===== src/rtl/adc_ofs_pkg.sv =====
package adc_ofs_pkg;

  typedef struct packed {
    logic [1:0] gain;
    logic       unipolar;
    logic       buffered;
    logic       rate;
  } adc_cfg_t;

  typedef enum logic {
    ST_RUN = 1'b0,
    ST_CAL = 1'b1
  } cal_state_t;

endpackage


===== src/rtl/ofs_cal_fsm.sv =====
module ofs_cal_fsm #(
  parameter int SETTLE_WORDS = 3
) (
  input  logic clk,
  input  logic rst,
  input  logic cal_req,
  input  logic word_valid,
  output logic in_cal,
  output logic cap_en
);
  import adc_ofs_pkg::*;

  localparam int CW = $clog2(SETTLE_WORDS + 1);
  localparam logic [CW-1:0] LAST = CW'(SETTLE_WORDS - 1);

  cal_state_t    state;
  logic [CW-1:0] seen;

  assign in_cal = (state == ST_CAL);
  assign cap_en = in_cal && word_valid && (seen == LAST);

  always_ff @(posedge clk) begin
    if (rst) begin
      state <= ST_RUN;
      seen  <= '0;
    end else begin
      case (state)
        ST_RUN: begin
          if (cal_req) begin
            state <= ST_CAL;
            seen  <= '0;
          end
        end
        ST_CAL: begin
          if (word_valid) begin
            if (seen == LAST) begin
              state <= ST_RUN;
              seen  <= '0;
            end else begin
              seen <= seen + 1'b1;
            end
          end
        end
        default: state <= ST_RUN;
      endcase
    end
  end

endmodule


===== src/rtl/ofs_store.sv =====
module ofs_store #(
  parameter int DW = 16
) (
  input  logic                  clk,
  input  logic                  rst,
  input  logic                  cap_en,
  input  logic [DW-1:0]         cap_word,
  input  logic                  in_cal,
  input  logic                  wr_en,
  input  logic [DW-1:0]         wr_data,
  input  adc_ofs_pkg::adc_cfg_t cfg,
  output logic [DW-1:0]         ofs,
  output logic                  stale
);
  import adc_ofs_pkg::*;

  adc_cfg_t      cfg_prev;
  logic          cfg_chg;
  logic [DW-1:0] cap_val;

  assign cfg_chg = (cfg != cfg_prev);
  // unipolar: one stored step equals two output codes, so halve the zero word
  assign cap_val = cfg.unipolar ? {cap_word[DW-1], cap_word[DW-1:1]} : cap_word;

  always_ff @(posedge clk) begin
    cfg_prev <= cfg;
    if (rst) begin
      ofs   <= '0;
      stale <= 1'b1;
    end else begin
      if (cap_en)
        ofs <= cap_val;
      else if (wr_en && !in_cal)
        ofs <= wr_data;
      if (cfg_chg)
        stale <= 1'b1;
      else if (cap_en)
        stale <= 1'b0;
    end
  end

endmodule


===== src/rtl/ofs_subtract.sv =====
module ofs_subtract #(
  parameter int DW = 16
) (
  input  logic          clk,
  input  logic          rst,
  input  logic          en,
  input  logic [DW-1:0] raw,
  input  logic [DW-1:0] ofs,
  input  logic          unipolar,
  output logic [DW-1:0] dout,
  output logic          dout_valid
);
  localparam int EW = DW + 3;
  localparam logic signed [EW-1:0] MAX_V = {{(EW-DW+1){1'b0}}, {(DW-1){1'b1}}};
  localparam logic signed [EW-1:0] MIN_V = {{(EW-DW+1){1'b1}}, {(DW-1){1'b0}}};

  logic signed [EW-1:0] raw_e, ofs_e, sub_e, diff;
  logic [DW-1:0]        clamped;

  always_comb begin
    raw_e = {{(EW-DW){raw[DW-1]}}, raw};
    ofs_e = {{(EW-DW){ofs[DW-1]}}, ofs};
    sub_e = unipolar ? (ofs_e <<< 1) : ofs_e;
    diff  = raw_e - sub_e;
    if (diff > MAX_V)
      clamped = MAX_V[DW-1:0];
    else if (diff < MIN_V)
      clamped = MIN_V[DW-1:0];
    else
      clamped = diff[DW-1:0];
  end

  always_ff @(posedge clk) begin
    if (rst) begin
      dout       <= '0;
      dout_valid <= 1'b0;
    end else begin
      dout_valid <= en;
      if (en) dout <= clamped;
    end
  end

endmodule


===== src/rtl/adc_offset_corrector.sv =====
module adc_offset_corrector #(
  parameter int DW           = 16,
  parameter int SETTLE_WORDS = 3
) (
  input  logic          clk,
  input  logic          rst,
  input  logic          word_valid,
  input  logic [DW-1:0] word_data,
  input  logic          cal_req,
  input  logic          ofs_wr,
  input  logic [DW-1:0] ofs_wdata,
  input  logic [1:0]    cfg_gain,
  input  logic          cfg_unipolar,
  input  logic          cfg_buffered,
  input  logic          cfg_rate,
  output logic [DW-1:0] cor_data,
  output logic          cor_valid,
  output logic          cal_nrdy,
  output logic          mux_off,
  output logic          short_cm,
  output logic          cal_stale,
  output logic [DW-1:0] ofs_value
);
  import adc_ofs_pkg::*;

  adc_cfg_t cfg;
  logic     in_cal, cap_en;

  assign cfg = '{gain: cfg_gain, unipolar: cfg_unipolar,
                 buffered: cfg_buffered, rate: cfg_rate};

  ofs_cal_fsm #(.SETTLE_WORDS(SETTLE_WORDS)) u_fsm (
    .clk(clk), .rst(rst), .cal_req(cal_req), .word_valid(word_valid),
    .in_cal(in_cal), .cap_en(cap_en)
  );

  ofs_store #(.DW(DW)) u_store (
    .clk(clk), .rst(rst), .cap_en(cap_en), .cap_word(word_data),
    .in_cal(in_cal), .wr_en(ofs_wr), .wr_data(ofs_wdata), .cfg(cfg),
    .ofs(ofs_value), .stale(cal_stale)
  );

  ofs_subtract #(.DW(DW)) u_sub (
    .clk(clk), .rst(rst), .en(word_valid && !in_cal), .raw(word_data),
    .ofs(ofs_value), .unipolar(cfg_unipolar),
    .dout(cor_data), .dout_valid(cor_valid)
  );

  assign cal_nrdy = in_cal;
  assign mux_off  = in_cal;
  assign short_cm = in_cal;

endmodule


===== config.mk =====
export PLATFORM = sky130hd
export DESIGN_NAME = adc_offset_corrector
export DESIGN_NICKNAME = d
export VERILOG_FILES = /design/src/rtl/adc_ofs_pkg.sv /design/src/rtl/ofs_cal_fsm.sv /design/src/rtl/ofs_store.sv /design/src/rtl/ofs_subtract.sv /design/src/rtl/adc_offset_corrector.sv
export SDC_FILE = /design/constraint.sdc
export NUM_CORES = 1
export LEC_CHECK = 0
export BUFFER_PORTS_ARGS = -buffer_cell sky130_fd_sc_hd__buf_2
export CAP_MARGIN = 5
export CORE_MARGIN = 2
export CORE_UTILIZATION = 45
export CTS_CLUSTER_SIZE = 20
export DETAILED_ROUTE_END_ITERATION = 12
export MAX_ROUTING_LAYER = met4
export PLACE_DENSITY = 0.67
export SETUP_SLACK_MARGIN = 0.05
export SYNTH_ARGS = -nofsm -noshare
export SYNTH_HDL_FRONTEND = slang
export SYNTH_SLANG_ARGS = --single-unit

===== constraint.sdc =====
create_clock -name clk -period 6.55 [get_ports clk]
set_input_delay 0.9825 -clock clk [delete_from_list [all_inputs] [get_ports clk]]
set_output_delay 0.9825 -clock clk [all_outputs]
set_load 0.05 [all_outputs]

==> flow_summary.rst <==
.. list-table::
   :header-rows: 1

   * - Metric
     - Value
   * - Count of yosys warnings during synthesis
     - 0
   * - Post-synthesis share of cell area spent on full adders, half adders and majority gates
     - under 10%
   * - Die outline area
     - between 7000 and 8000 um2
   * - Max IR drop VDD
     - approximately 120 uV
   * - Floorplan die height
     - 84.0 um
   * - Top cell type by total area after synthesis
     - dfxtp_1
   * - Antenna-violating nets left
     - 0
   * - Routability-driven placement congestion ratio
     - roughly 0.9
   * - Wire length of the first global-routing pass
     - ~12,000 um
   * - Pin slew with the least headroom to its limit
     - between 1000 and 1500 ps
   * - Kind of end point of the critical path
     - flip-flop
   * - EDFF count, synth
     - 0
   * - Initial cell density of the core
     - 45.8%
   * - Clock latency at the later pin of the worst-skew pair
     - ~300 ps
   * - Post-Synth XOR/XNOR Area
     - between 6 and 7%
   * - Fraction of registers with async set or reset after synthesis
     - 0%
   * - Detailed-route via count
     - ~2,600
   * - RSZ-0062 raised after global routing
     - false
   * - Number of inserted diodes
     - 0
   * - Top post-synthesis cells by area
     - dfxtp_1 (29%), mux2i_1 (11%), a211oi_1 (9.1%)
   * - Dominant synthesized flop cell
     - dfxtp_1
   * - Clock-pin slew on the worst setup and hold paths
     - about 80 ps
   * - Worst EP arrival
     - 4290 ps
   * - Clock power frac
     - 20.1%
   * - Core Rows
     - 29
   * - Drt via density
     - ~5.6
   * - Share of power burned in combinational logic
     - a little over two fifths
   * - Most common cell after layout, fill and taps aside
     - buf_2
   * - Final-stage net count
     - approximately 440
   * - Register bit total from synthesis
     - 42
   * - Slew Viols, Final
     - 0
   * - Antenna violations before repair
     - 0
   * - Placeable core area
     - 6280 um2
   * - Maximum number of pins on one net before global-route repair
     - a little under 50
   * - Commonest non-fill, non-tap cells in the layout
     - buf_2 (78), dfxtp_1 (42), a211oi_1 (35)
   * - Post-cts gate resize count
     - 0
   * - DP HPWL
     - around 5000 um
   * - CTS tree
     - done
   * - Final non-filler cell total
     - 458
   * - Min Tclk post-route
     - between 4000 and 5000 ps
   * - Die Span X
     - 84.0 um
   * - First-pass DRT Iterations
     - 4
   * - CTS H-tree lvls
     - 2
   * - Number of clock sinks seen by CTS
     - 42
   * - Net Switching
     - ~0.33 mW
   * - Clock root cell
     - clkbuf_8
   * - Share of cells above drive strength 1
     - about 27%
   * - Clock buffers created by TritonCTS
     - 5
   * - Fraction of power spent switching nets
     - about two fifths
   * - Maximum fanout along the worst path
     - 48
   * - Share of the yosys chip area belonging to registers
     - 29.2%
   * - Total placed cells including tap cells
     - about 450
   * - Synth-to-Final Area Change
     - 16.7%
   * - Final global-route overflow total
     - 0
   * - Status
     - completed
   * - Hold buffer count at cts
     - 0
   * - Worst setup path category
     - input pin to flip-flop
   * - Total setup violations reported at the end of the flow
     - 0
   * - Endpoints failing hold
     - 0
   * - Sequential Power Share
     - a little under two fifths
   * - Min Hold Slack
     - ~470 ps
   * - Unique masters post-synth
     - 53
   * - GRT Util Overall
     - between 20 and 25%
   * - Mean post-synth cell area
     - roughly 9.1 um2
   * - # Post-CTS Setup Buffers
     - 0
   * - Post-Route Skew
     - 5.96 ps
   * - Max-capacitance violation count
     - 0
   * - Number of I/O pins
     - a little under 80
   * - Number of standard cells after synthesis
     - 315
   * - Aggregate routed wire length
     - 6670 um
   * - Violation count after the first detailed-route iteration
     - about 150
   * - Syn_nets
     - 376
   * - Kind of start point of the critical path
     - input pin
   * - Internal Pwr Total
     - approximately 0.47 mW
   * - Mux contribution to synthesized area
     - 10.8%
   * - Synthesized-area fraction occupied by and/or/nand/nor cells
     - 13.3%
   * - # DRC
     - 0
   * - Share of the cycle needed by the critical path after routing
     - 61.8%
   * - Share of Yosys cell area claimed by the top area cell type
     - just under 30%
   * - Power per unit of standard cell area
     - 240 nW/um2
   * - Synth Area in Compound Gates
     - between 20% and 30%
   * - IO buf count
     - approximately 80
   * - Mapped cell area
     - approximately 2900 um2
   * - Leakage
     - 1.46 nW
   * - Routed WL per cell
     - ~15 um
   * - Data required time at the worst endpoint
     - just under 7000 ps
   * - Maximum frequency from static timing analysis
     - roughly 250 MHz
   * - Rel. slew slack
     - around 28%
   * - Dominant combinational cell family by area after synthesis
     - compound AO/OA/AOI/OAI gates
   * - Min-delay worst type
     - flip-flop to flip-flop
   * - Clock Path Buffers
     - 2
   * - Number of global-route vias before repair
     - 2,469
   * - Setup TNS
     - 0 ps
[worst paths after layout]
path / startpoint / endpoint / slack [ps] / cells past startpoint
setup / recovery: cfg_unipolar / u_sub.dout[13]$_SDFFE_PP0P_ / 2500 / 11
hold / removal: u_store.stale$_SDFFE_PP1P_ / u_store.stale$_SDFFE_PP1P_ / 470 / 2
setup reg to reg: u_store.ofs[0]$_SDFFE_PP0P_ / u_sub.dout[13]$_SDFFE_PP0P_ / 3470 / 12
hold reg to reg: u_store.stale$_SDFFE_PP1P_ / u_store.stale$_SDFFE_PP1P_ / 470 / 2
[routing by layer]
layer  vias up  track usage [%]  wire length [um]
li1       1301                -                 -
met1      1216             25.0              3070
met2        56             34.4              3250
met3         8             3.46               277
met4         0             4.99                71
met5         -                -                 0
[area by class of cell]
cell class / instances / area, um2
clock buffer: 5 / 68.8
clock inverter: 2 / 10.0
fill: 599 / 2920
inverter: 9 / 33.8
multi-input combinational: 244 / 1910
sequential: 42 / 841
tap: 77 / 96.3
timing repair buffer: 79 / 398
[metrics by stage]
stage                     setup WS (ps)  power, mW  instance area, um2  utilization, %
after detailed placement           2180      0.649                3280            52.2
final                              2500      0.804                3360            53.5
after CTS                          2480      0.812                3360            53.5
after global routing               2200      0.852                3360            53.5
after floorplan                    2570      0.573                2880               -
after global placement             2280      0.646                3280            52.2
[power groups by stage]
stage / clock (mW) / combinational (mW) / sequential (mW)
global route: 0.178 / 0.364 / 0.310
detailed placement: 0 / 0.337 / 0.311
global placement: 0 / 0.335 / 0.311
finish: 0.162 / 0.337 / 0.305
floorplan: 0 / 0.169 / 0.404
CTS: 0.167 / 0.339 / 0.306
[cells by family (layout without fill, tap and decap cells)]
| family | Yosys count | after routing |
|---|---|---|
| AOI/OAI and AO/OA | 99 | 99 |
| and+or+nand+nor | 77 | 77 |
| muxes | 31 | 31 |
| xor gates and xnor gates | 18 | 18 |
| DFF | 42 | 42 |
| buffers and inverters | 29 | 95 |
| adders and majority gates | 19 | 19 |
[registers in the layout, indices dropped and copies added, names as in the netlist]
register / count
u_store.ofs: 16
u_sub.dout: 16
u_fsm.in_cal: 1
u_sub.dout_valid: 1
u_store.cfg_prev: 5
u_store.stale: 1
u_fsm.seen: 2
[worst max-delay path, cell delays in order]
cell      delay, ps
buf_2           690
mux2i_1         270
fa_1            500
a211oi_1        260
o21a_1          260
a211oi_2        110
o21ba_2         260
xor2_2          170
nand2_1          80
o21ai_2         460
a221o_1         230
[cell usage after synthesis (3+ instances only)]
master and count:
dfxtp_1 42, a211oi_1 35, mux2i_1 31, nor2_1 22
nor2b_1 19, ha_1 18, nand2_1 18, a221o_1 14
clkbuf_1 13, a21oi_1 11, inv_1 9, xnor2_1 9
xor2_1 7, o21a_1 6, nand3_1 5, o21ai_0 5
nor3_1 4, a21o_1 3, a21oi_2 3, buf_4 3
(Power assumes the default switching activity.)
